===== src/rtl/dma_lnk_pkg.sv =====
package dma_lnk_pkg;
  localparam int unsigned LINK_W = 6;
  localparam int unsigned CTRL_W = 14;
  localparam int unsigned ALIGN_W = 5;

  typedef struct packed {
    logic              cfg_err;
    logic              active;
    logic              erq;
    logic              start;
    logic              done;
    logic              dreq;
    logic              sg_en;
    logic              link_en;
    logic [LINK_W-1:0] link_ch;
  } ctrl_t;
endpackage


===== src/rtl/dma_lnk_chan.sv =====
module dma_lnk_chan
  import dma_lnk_pkg::*;
#(
  parameter int unsigned ADDR_W = 32
) (
  input  logic              clk_i,
  input  logic              rst_ni,
  input  logic              evt_hit_i,
  input  logic              evt_start_i,
  input  logic              evt_stop_i,
  input  logic              evt_major_i,
  input  logic              sw_hit_i,
  input  ctrl_t             sw_wdata_i,
  input  logic              link_hit_i,
  input  logic              ptr_we_i,
  input  logic [ADDR_W-1:0] ptr_wdata_i,
  output ctrl_t             ctrl_o,
  output logic [ADDR_W-1:0] ptr_o
);
  ctrl_t             q, nxt;
  logic [ADDR_W-1:0] ptr_q;
  logic              misalign;
  logic              unused_wr_active;

  assign unused_wr_active = sw_wdata_i.active;
  assign misalign = |ptr_q[ALIGN_W-1:0];

  always_comb begin
    nxt = q;
    // engine event owns the channel this cycle
    if (sw_hit_i && !evt_hit_i) begin
      nxt.link_ch = sw_wdata_i.link_ch;
      nxt.link_en = sw_wdata_i.link_en & ~q.done;
      nxt.sg_en   = sw_wdata_i.sg_en & ~q.done;
      nxt.dreq    = sw_wdata_i.dreq;
      nxt.done    = q.done & sw_wdata_i.done;
      nxt.start   = sw_wdata_i.start;
      nxt.erq     = sw_wdata_i.erq;
      nxt.cfg_err = q.cfg_err & sw_wdata_i.cfg_err;
    end
    if (evt_hit_i) begin
      if (evt_start_i) begin
        nxt.active = 1'b1;
        nxt.done   = 1'b0;
        nxt.start  = 1'b0;
      end
      if (evt_stop_i || evt_major_i) nxt.active = 1'b0;
      if (evt_major_i) begin
        nxt.done = 1'b1;
        if (q.dreq) nxt.erq = 1'b0;
        if (q.sg_en && misalign) nxt.cfg_err = 1'b1;
      end
    end
    if (link_hit_i) nxt.start = 1'b1;
  end

  always_ff @(posedge clk_i or negedge rst_ni) begin
    if (!rst_ni) begin
      q     <= '0;
      ptr_q <= '0;
    end else begin
      q <= nxt;
      if (ptr_we_i) ptr_q <= ptr_wdata_i;
    end
  end

  assign ctrl_o = q;
  assign ptr_o  = ptr_q;
endmodule


===== src/rtl/dma_lnk_cmpl.sv =====
module dma_lnk_cmpl
  import dma_lnk_pkg::*;
#(
  parameter int unsigned ADDR_W = 32,
  parameter int unsigned CH_W   = 3
) (
  input  logic              clk_i,
  input  logic              rst_ni,
  input  logic              major_i,
  input  logic [CH_W-1:0]   ch_i,
  input  logic              link_en_i,
  input  logic [LINK_W-1:0] link_ch_i,
  input  logic              sg_en_i,
  input  logic              dreq_i,
  input  logic [ADDR_W-1:0] ptr_i,
  output logic              link_set_o,
  output logic [LINK_W-1:0] link_tgt_o,
  output logic              link_vld_o,
  output logic [LINK_W-1:0] link_ch_o,
  output logic              erq_clr_o,
  output logic              sg_req_o,
  output logic [ADDR_W-1:0] sg_addr_o,
  output logic [CH_W-1:0]   cmpl_ch_o
);
  logic aligned;

  assign aligned    = ~|ptr_i[ALIGN_W-1:0];
  assign link_set_o = major_i & link_en_i;
  assign link_tgt_o = link_ch_i;

  always_ff @(posedge clk_i or negedge rst_ni) begin
    if (!rst_ni) begin
      link_vld_o <= 1'b0;
      link_ch_o  <= '0;
      erq_clr_o  <= 1'b0;
      sg_req_o   <= 1'b0;
      sg_addr_o  <= '0;
      cmpl_ch_o  <= '0;
    end else begin
      link_vld_o <= link_set_o;
      erq_clr_o  <= major_i & dreq_i;
      sg_req_o   <= major_i & sg_en_i & aligned;
      if (major_i) begin
        link_ch_o <= link_ch_i;
        sg_addr_o <= ptr_i;
        cmpl_ch_o <= ch_i;
      end
    end
  end
endmodule


===== src/rtl/dma_link_ctrl.sv =====
module dma_link_ctrl
  import dma_lnk_pkg::*;
#(
  parameter int unsigned N_CH   = 8,
  parameter int unsigned ADDR_W = 32,
  localparam int unsigned CH_W  = (N_CH > 1) ? $clog2(N_CH) : 1
) (
  input  logic              clk_i,
  input  logic              rst_ni,
  input  logic [CH_W-1:0]   evt_ch_i,
  input  logic              evt_start_i,
  input  logic              evt_minor_i,
  input  logic              evt_major_i,
  input  logic              evt_err_i,
  input  logic              sw_we_i,
  input  logic [CH_W-1:0]   sw_ch_i,
  input  logic [13:0]       sw_wdata_i,
  input  logic              ptr_we_i,
  input  logic [CH_W-1:0]   ptr_ch_i,
  input  logic [ADDR_W-1:0] ptr_wdata_i,
  input  logic [CH_W-1:0]   rd_ch_i,
  output logic [13:0]       rd_ctrl_o,
  output logic [ADDR_W-1:0] rd_ptr_o,
  output logic [N_CH-1:0]   start_o,
  output logic [N_CH-1:0]   erq_o,
  output logic [N_CH-1:0]   active_o,
  output logic [N_CH-1:0]   done_o,
  output logic              link_vld_o,
  output logic [5:0]        link_ch_o,
  output logic              erq_clr_o,
  output logic              sg_req_o,
  output logic [ADDR_W-1:0] sg_addr_o,
  output logic [CH_W-1:0]   cmpl_ch_o
);
  ctrl_t             ch_q  [N_CH];
  logic [ADDR_W-1:0] ptr_q [N_CH];
  ctrl_t             sel_c;
  logic [ADDR_W-1:0] sel_p;
  logic              any_evt;
  logic              link_set;
  logic [LINK_W-1:0] link_tgt;
  ctrl_t             wr_c;

  assign any_evt = evt_start_i | evt_minor_i | evt_major_i | evt_err_i;
  assign sel_c   = ch_q[evt_ch_i];
  assign sel_p   = ptr_q[evt_ch_i];
  assign wr_c    = ctrl_t'(sw_wdata_i);

  dma_lnk_cmpl #(.ADDR_W(ADDR_W), .CH_W(CH_W)) u_cmpl (
    .clk_i      (clk_i),
    .rst_ni     (rst_ni),
    .major_i    (evt_major_i),
    .ch_i       (evt_ch_i),
    .link_en_i  (sel_c.link_en),
    .link_ch_i  (sel_c.link_ch),
    .sg_en_i    (sel_c.sg_en),
    .dreq_i     (sel_c.dreq),
    .ptr_i      (sel_p),
    .link_set_o (link_set),
    .link_tgt_o (link_tgt),
    .link_vld_o (link_vld_o),
    .link_ch_o  (link_ch_o),
    .erq_clr_o  (erq_clr_o),
    .sg_req_o   (sg_req_o),
    .sg_addr_o  (sg_addr_o),
    .cmpl_ch_o  (cmpl_ch_o)
  );

  for (genvar g = 0; g < N_CH; g++) begin : g_ch
    dma_lnk_chan #(.ADDR_W(ADDR_W)) u_chan (
      .clk_i       (clk_i),
      .rst_ni      (rst_ni),
      .evt_hit_i   (any_evt && (evt_ch_i == CH_W'(g))),
      .evt_start_i (evt_start_i),
      .evt_stop_i  (evt_minor_i | evt_err_i),
      .evt_major_i (evt_major_i),
      .sw_hit_i    (sw_we_i && (sw_ch_i == CH_W'(g))),
      .sw_wdata_i  (wr_c),
      .link_hit_i  (link_set && (link_tgt == LINK_W'(g))),
      .ptr_we_i    (ptr_we_i && (ptr_ch_i == CH_W'(g))),
      .ptr_wdata_i (ptr_wdata_i),
      .ctrl_o      (ch_q[g]),
      .ptr_o       (ptr_q[g])
    );
    assign start_o[g]  = ch_q[g].start;
    assign erq_o[g]    = ch_q[g].erq;
    assign active_o[g] = ch_q[g].active;
    assign done_o[g]   = ch_q[g].done;
  end

  assign rd_ctrl_o = ch_q[rd_ch_i];
  assign rd_ptr_o  = ptr_q[rd_ch_i];
endmodule


===== config.mk =====
export PLATFORM = sky130hd
export DESIGN_NAME = dma_link_ctrl
export DESIGN_NICKNAME = d
export VERILOG_FILES = /design/src/rtl/dma_lnk_pkg.sv /design/src/rtl/dma_lnk_chan.sv /design/src/rtl/dma_lnk_cmpl.sv /design/src/rtl/dma_link_ctrl.sv
export SDC_FILE = /design/constraint.sdc
export NUM_CORES = 1
export LEC_CHECK = 0
export ABC_AREA = 1
export BUFFER_PORTS_ARGS = -buffer_cell sky130_fd_sc_hd__buf_2
export CAP_MARGIN = 20
export CORE_AREA = 2 2 269 271
export CTS_BUF_LIST = sky130_fd_sc_hd__clkbuf_8
export CTS_CLUSTER_DIAMETER = 30
export DETAILED_ROUTE_END_ITERATION = 16
export DIE_AREA = 0 0 271 273
export GPL_TIMING_DRIVEN = 0
export MAX_ROUTING_LAYER = met4
export PLACE_DENSITY_LB_ADDON = 0.05
export SLEW_MARGIN = 0
export SYNTH_ARGS = -nofsm -noshare
export SYNTH_HDL_FRONTEND = slang
export SYNTH_SLANG_ARGS = --single-unit

===== constraint.sdc =====
create_clock -name clk_i -period 1.6 [get_ports clk_i]
set_input_delay 0.16 -clock clk_i [delete_from_list [all_inputs] [get_ports clk_i]]
set_output_delay 0.16 -clock clk_i [all_outputs]
set_load 0.03 [all_outputs]

==> impl_metrics.tcl <==
set metrics [dict create \
    tightest_slew_ns 0.9737 \
    rsz0062_at_grt "yes" \
    fin_crit_sh 1.357 \
    drive_gt1_frac 0.2370 \
    synth_area_leaders "dfrtp_1 49%, nand2_1 16%, o21ai_0 13%, nor2_1 4.4%, inv_1 2.7%" \
    irDropWorstVdd_mv 0.7669 \
    n_fill_cell 7396 \
    grt_max_degree 115 \
    ys_seq_area_frac 0.4873 \
    start_kind "flip-flop" \
    grt_pass1_wl_um 156600 \
    cap_violations 0 \
    rows 98 \
    nets 3355 \
    syn_nets 2878 \
    ys_ff_latch 412 \
    coreArea_um2 71000 \
    antenna_found_initial 1 \
    overflow 0 \
    internal_power_uw 28520 \
    synthArstFlopShare 1.000 \
    synth_top_area_share 0.4873 \
    p_per_area_nw_per_um2 1463 \
    fp.dieW_um 271 \
    numCtsBuffers 132 \
    power_frac_seq 0.332 \
    comb_power_share 0.231 \
    yosys.area.top_type "dfrtp_1" \
    clock_latency_ns 0.79 \
    netSwitchingFraction 0.3326 \
    initial_core_util 0.2980 \
    cp.required_ns 1.44 \
    hold_path_class "in2async" \
    ios 188 \
    worstPathArrival_ns 2.01 \
    dpl_worst_slack_ns -1.488 \
    max_clock_freq_mhz 460.7 \
    place.port_buffers 181 \
    path_class "reg2out" \
    viasPerCell 5.288 \
    status "finished, violations left" \
    routedWlPerCell_um 25.15 \
    cts_buffer_depth 3 \
    syn2layout_area_growth_pct 38.11 \
    cts.sinks 412 \
    power_frac_clock 0.437 \
    globalRouteTotalUtil 0.3016 \
    drc 0 \
    fin_area_um2 29220 \
    synth_edf_count 0 \
    place_area_um2 23450 \
    maxSlewViolCount 0 \
    path_max_fanout 2 \
    multi_input_area_um2 9614 \
    slew_headroom 0.3509 \
    hpwl_um 74110 \
    cts_root_buffer "clkbuf_8" \
    ant_nets 0 \
    netlist_instances 2812 \
    final_hold_viol_count 104 \
    synth_cell_types 30 \
    regArea_um2 10320 \
    syn-cell-area_um2 21160 \
    fin_crit_ns 2.170 \
    dr.pass1.iters 5 \
    violations "hold timing, setup timing" \
    syn-mean-instance-area_um2 7.523 \
    drt_iter0_drc 2352 \
    post-route-worst-setup-slack_ns -0.5704 \
    end_kind "primary output" \
    htree_levels 4 \
    num_vias 23000 \
    ys_warn_count 0 \
    leakagePower_uw 0.01392 \
    drt-total-wl_um 109400 \
    fp.dieH_um 273 \
    fin_hold_ws_ns -0.5570 \
    netlist_top_cells_count "881 x nand2_1, 553 x o21ai_0, 412 x dfrtp_1" \
    synth.most_common_cell "nand2_1" \
    cts_tree "done" \
    path_clk_slew_ns 0.05 \
    fp.dieArea_um2 73980 \
    setup_viol 65 \
    netSwitchingPower_uw 14210 \
    finalPower_uw 42740 \
    place_congestion 0.9434 \
    synth_top_flop_cell "dfrtp_1" \
    grt_pass1_vias 22600 \
    skew_ns 0.04070 \
]
==> metal layers <==
layer,wire length (um),global-route usage,up-vias
met5,0,-,-
met4,3531,0.1115,0
met1,47630,0.3982,11330
met2,49430,0.4571,1114
li1,-,-,10340
met3,8807,0.06107,221
==> stage by stage <==
stage / setup TNS [ns] / std cells / util
final: -17.52 / 4350 / 0.4115
after global routing: -22.21 / 4348 / 0.4115
after CTS: -52.72 / 4311 / 0.4017
after detailed placement: -249.30 / 3950 / 0.3303
after global placement: -3766.19 / 3943 / 0.3281
after floorplan: 0 / 2812 / -
==> sequential cells by signal, summed over array words and instances, names as in the netlist <==
register	flops
u_cmpl.link_ch_o	6
g_ch.u_chan.ctrl_o	112
u_cmpl.sg_req_o	1
u_cmpl.sg_addr_o	32
g_ch.u_chan.ptr_o	256
u_cmpl.erq_clr_o	1
u_cmpl.cmpl_ch_o	3
u_cmpl.link_vld_o	1
==> cell type report <==
type,count,share of cell area
diodes,3,0.0002569
repair buffers,366,0.1090
inverters,159,0.02064
plain buffers,196,0.04004
multi-input cells,2022,0.3291
clock inverters,83,0.03199
flip-flops and latches,412,0.3534
clock buffers,159,0.07490
well taps,950,0.04068
==> power groups by stage <==
stage	clock network (uW)	registers, uW	logic (uW)
6_report	18700	14200	9860
5_1_grt	19600	14400	10700
3_3_place_gp	0	14300	7730
4_1_cts	19000	14100	9320
2_1_floorplan	0	14100	4800
3_5_place_dp	0	14300	7850
==> critical path: stages (launching register included) <==
cell     delay (ns)
dfrtp_1        0.41
inv_2          0.06
a21oi_2        0.10
o21ai_1        0.08
nand2_1        0.10
nor2_2         0.05
a31oi_4        0.26
buf_6          0.18
==> layout by cell type (no fill, tap or decap), types with 19 or more instances in the layout <==
cell | synthesis | final
inv_1 | 153 | 147
clkbuf_2 | 0 | 34
bufinv_16 | 0 | 19
nand2_2 | 8 | 42
dfrtp_1 | 412 | 400
a21oi_1 | 54 | 32
o21ai_0 | 553 | 421
inv_2 | 2 | 20
buf_6 | 7 | 122
nand3_1 | 55 | 55
clkbuf_1 | 142 | 71
o21ai_1 | 2 | 111
buf_4 | 38 | 103
o2111ai_1 | 25 | 25
nor2_1 | 247 | 242
dlygate4sd3_1 | 0 | 63
clkinv_2 | 0 | 32
clkbuf_8 | 0 | 166
nand2_1 | 881 | 847
clkbuf_4 | 0 | 23
buf_2 | 25 | 124
o21ai_2 | 0 | 23
o22ai_1 | 76 | 70
a21oi_2 | 0 | 22
a22oi_1 | 56 | 56
==> what timing repair did <==
item	in CTS	in global routing
setup endpoints to repair	148	173
hold buffers	63	4
setup buffers	64	57
pin swaps	47	93
cloned	0	0
gates resized for setup	392	291
hold endpoints to repair	471	105
==> cells by family (layout without fill, tap and decap cells) <==
group	Yosys count	after routing	share of synthesized area
simple gates	1214	1214	0.2241
compound gates	808	808	0.2108
flops	412	412	0.4873
buf+inv	378	963	0.07777
other cells	0	3	0
==> path summary, 6_finish.rpt <==
| path | startpoint | depth (start not counted) | endpoint | slack [ns] |
|---|---|---|---|---|
| max in group asynchronous | rst_ni | 3 | g_ch[7].u_chan.ptr_o[17] | 0.56 |
| setup / recovery | g_ch[6].u_chan.ptr_o[0] | 7 | rd_ptr_o[0] | -0.57 |
| setup reg to reg | g_ch[6].u_chan.ptr_o[1] | 11 | u_cmpl.sg_req_o | 0.04 |
| min in group clk_i | evt_minor_i | 6 | g_ch[4].u_chan.ctrl_o[12] | -0.01 |
| hold reg to reg | u_cmpl.link_ch_o[4] | 2 | u_cmpl.link_ch_o[4] | 0.48 |
| hold / removal | rst_ni | 1 | u_cmpl.link_ch_o[4] | -0.56 |
Power figures use the tool's default switching activity.
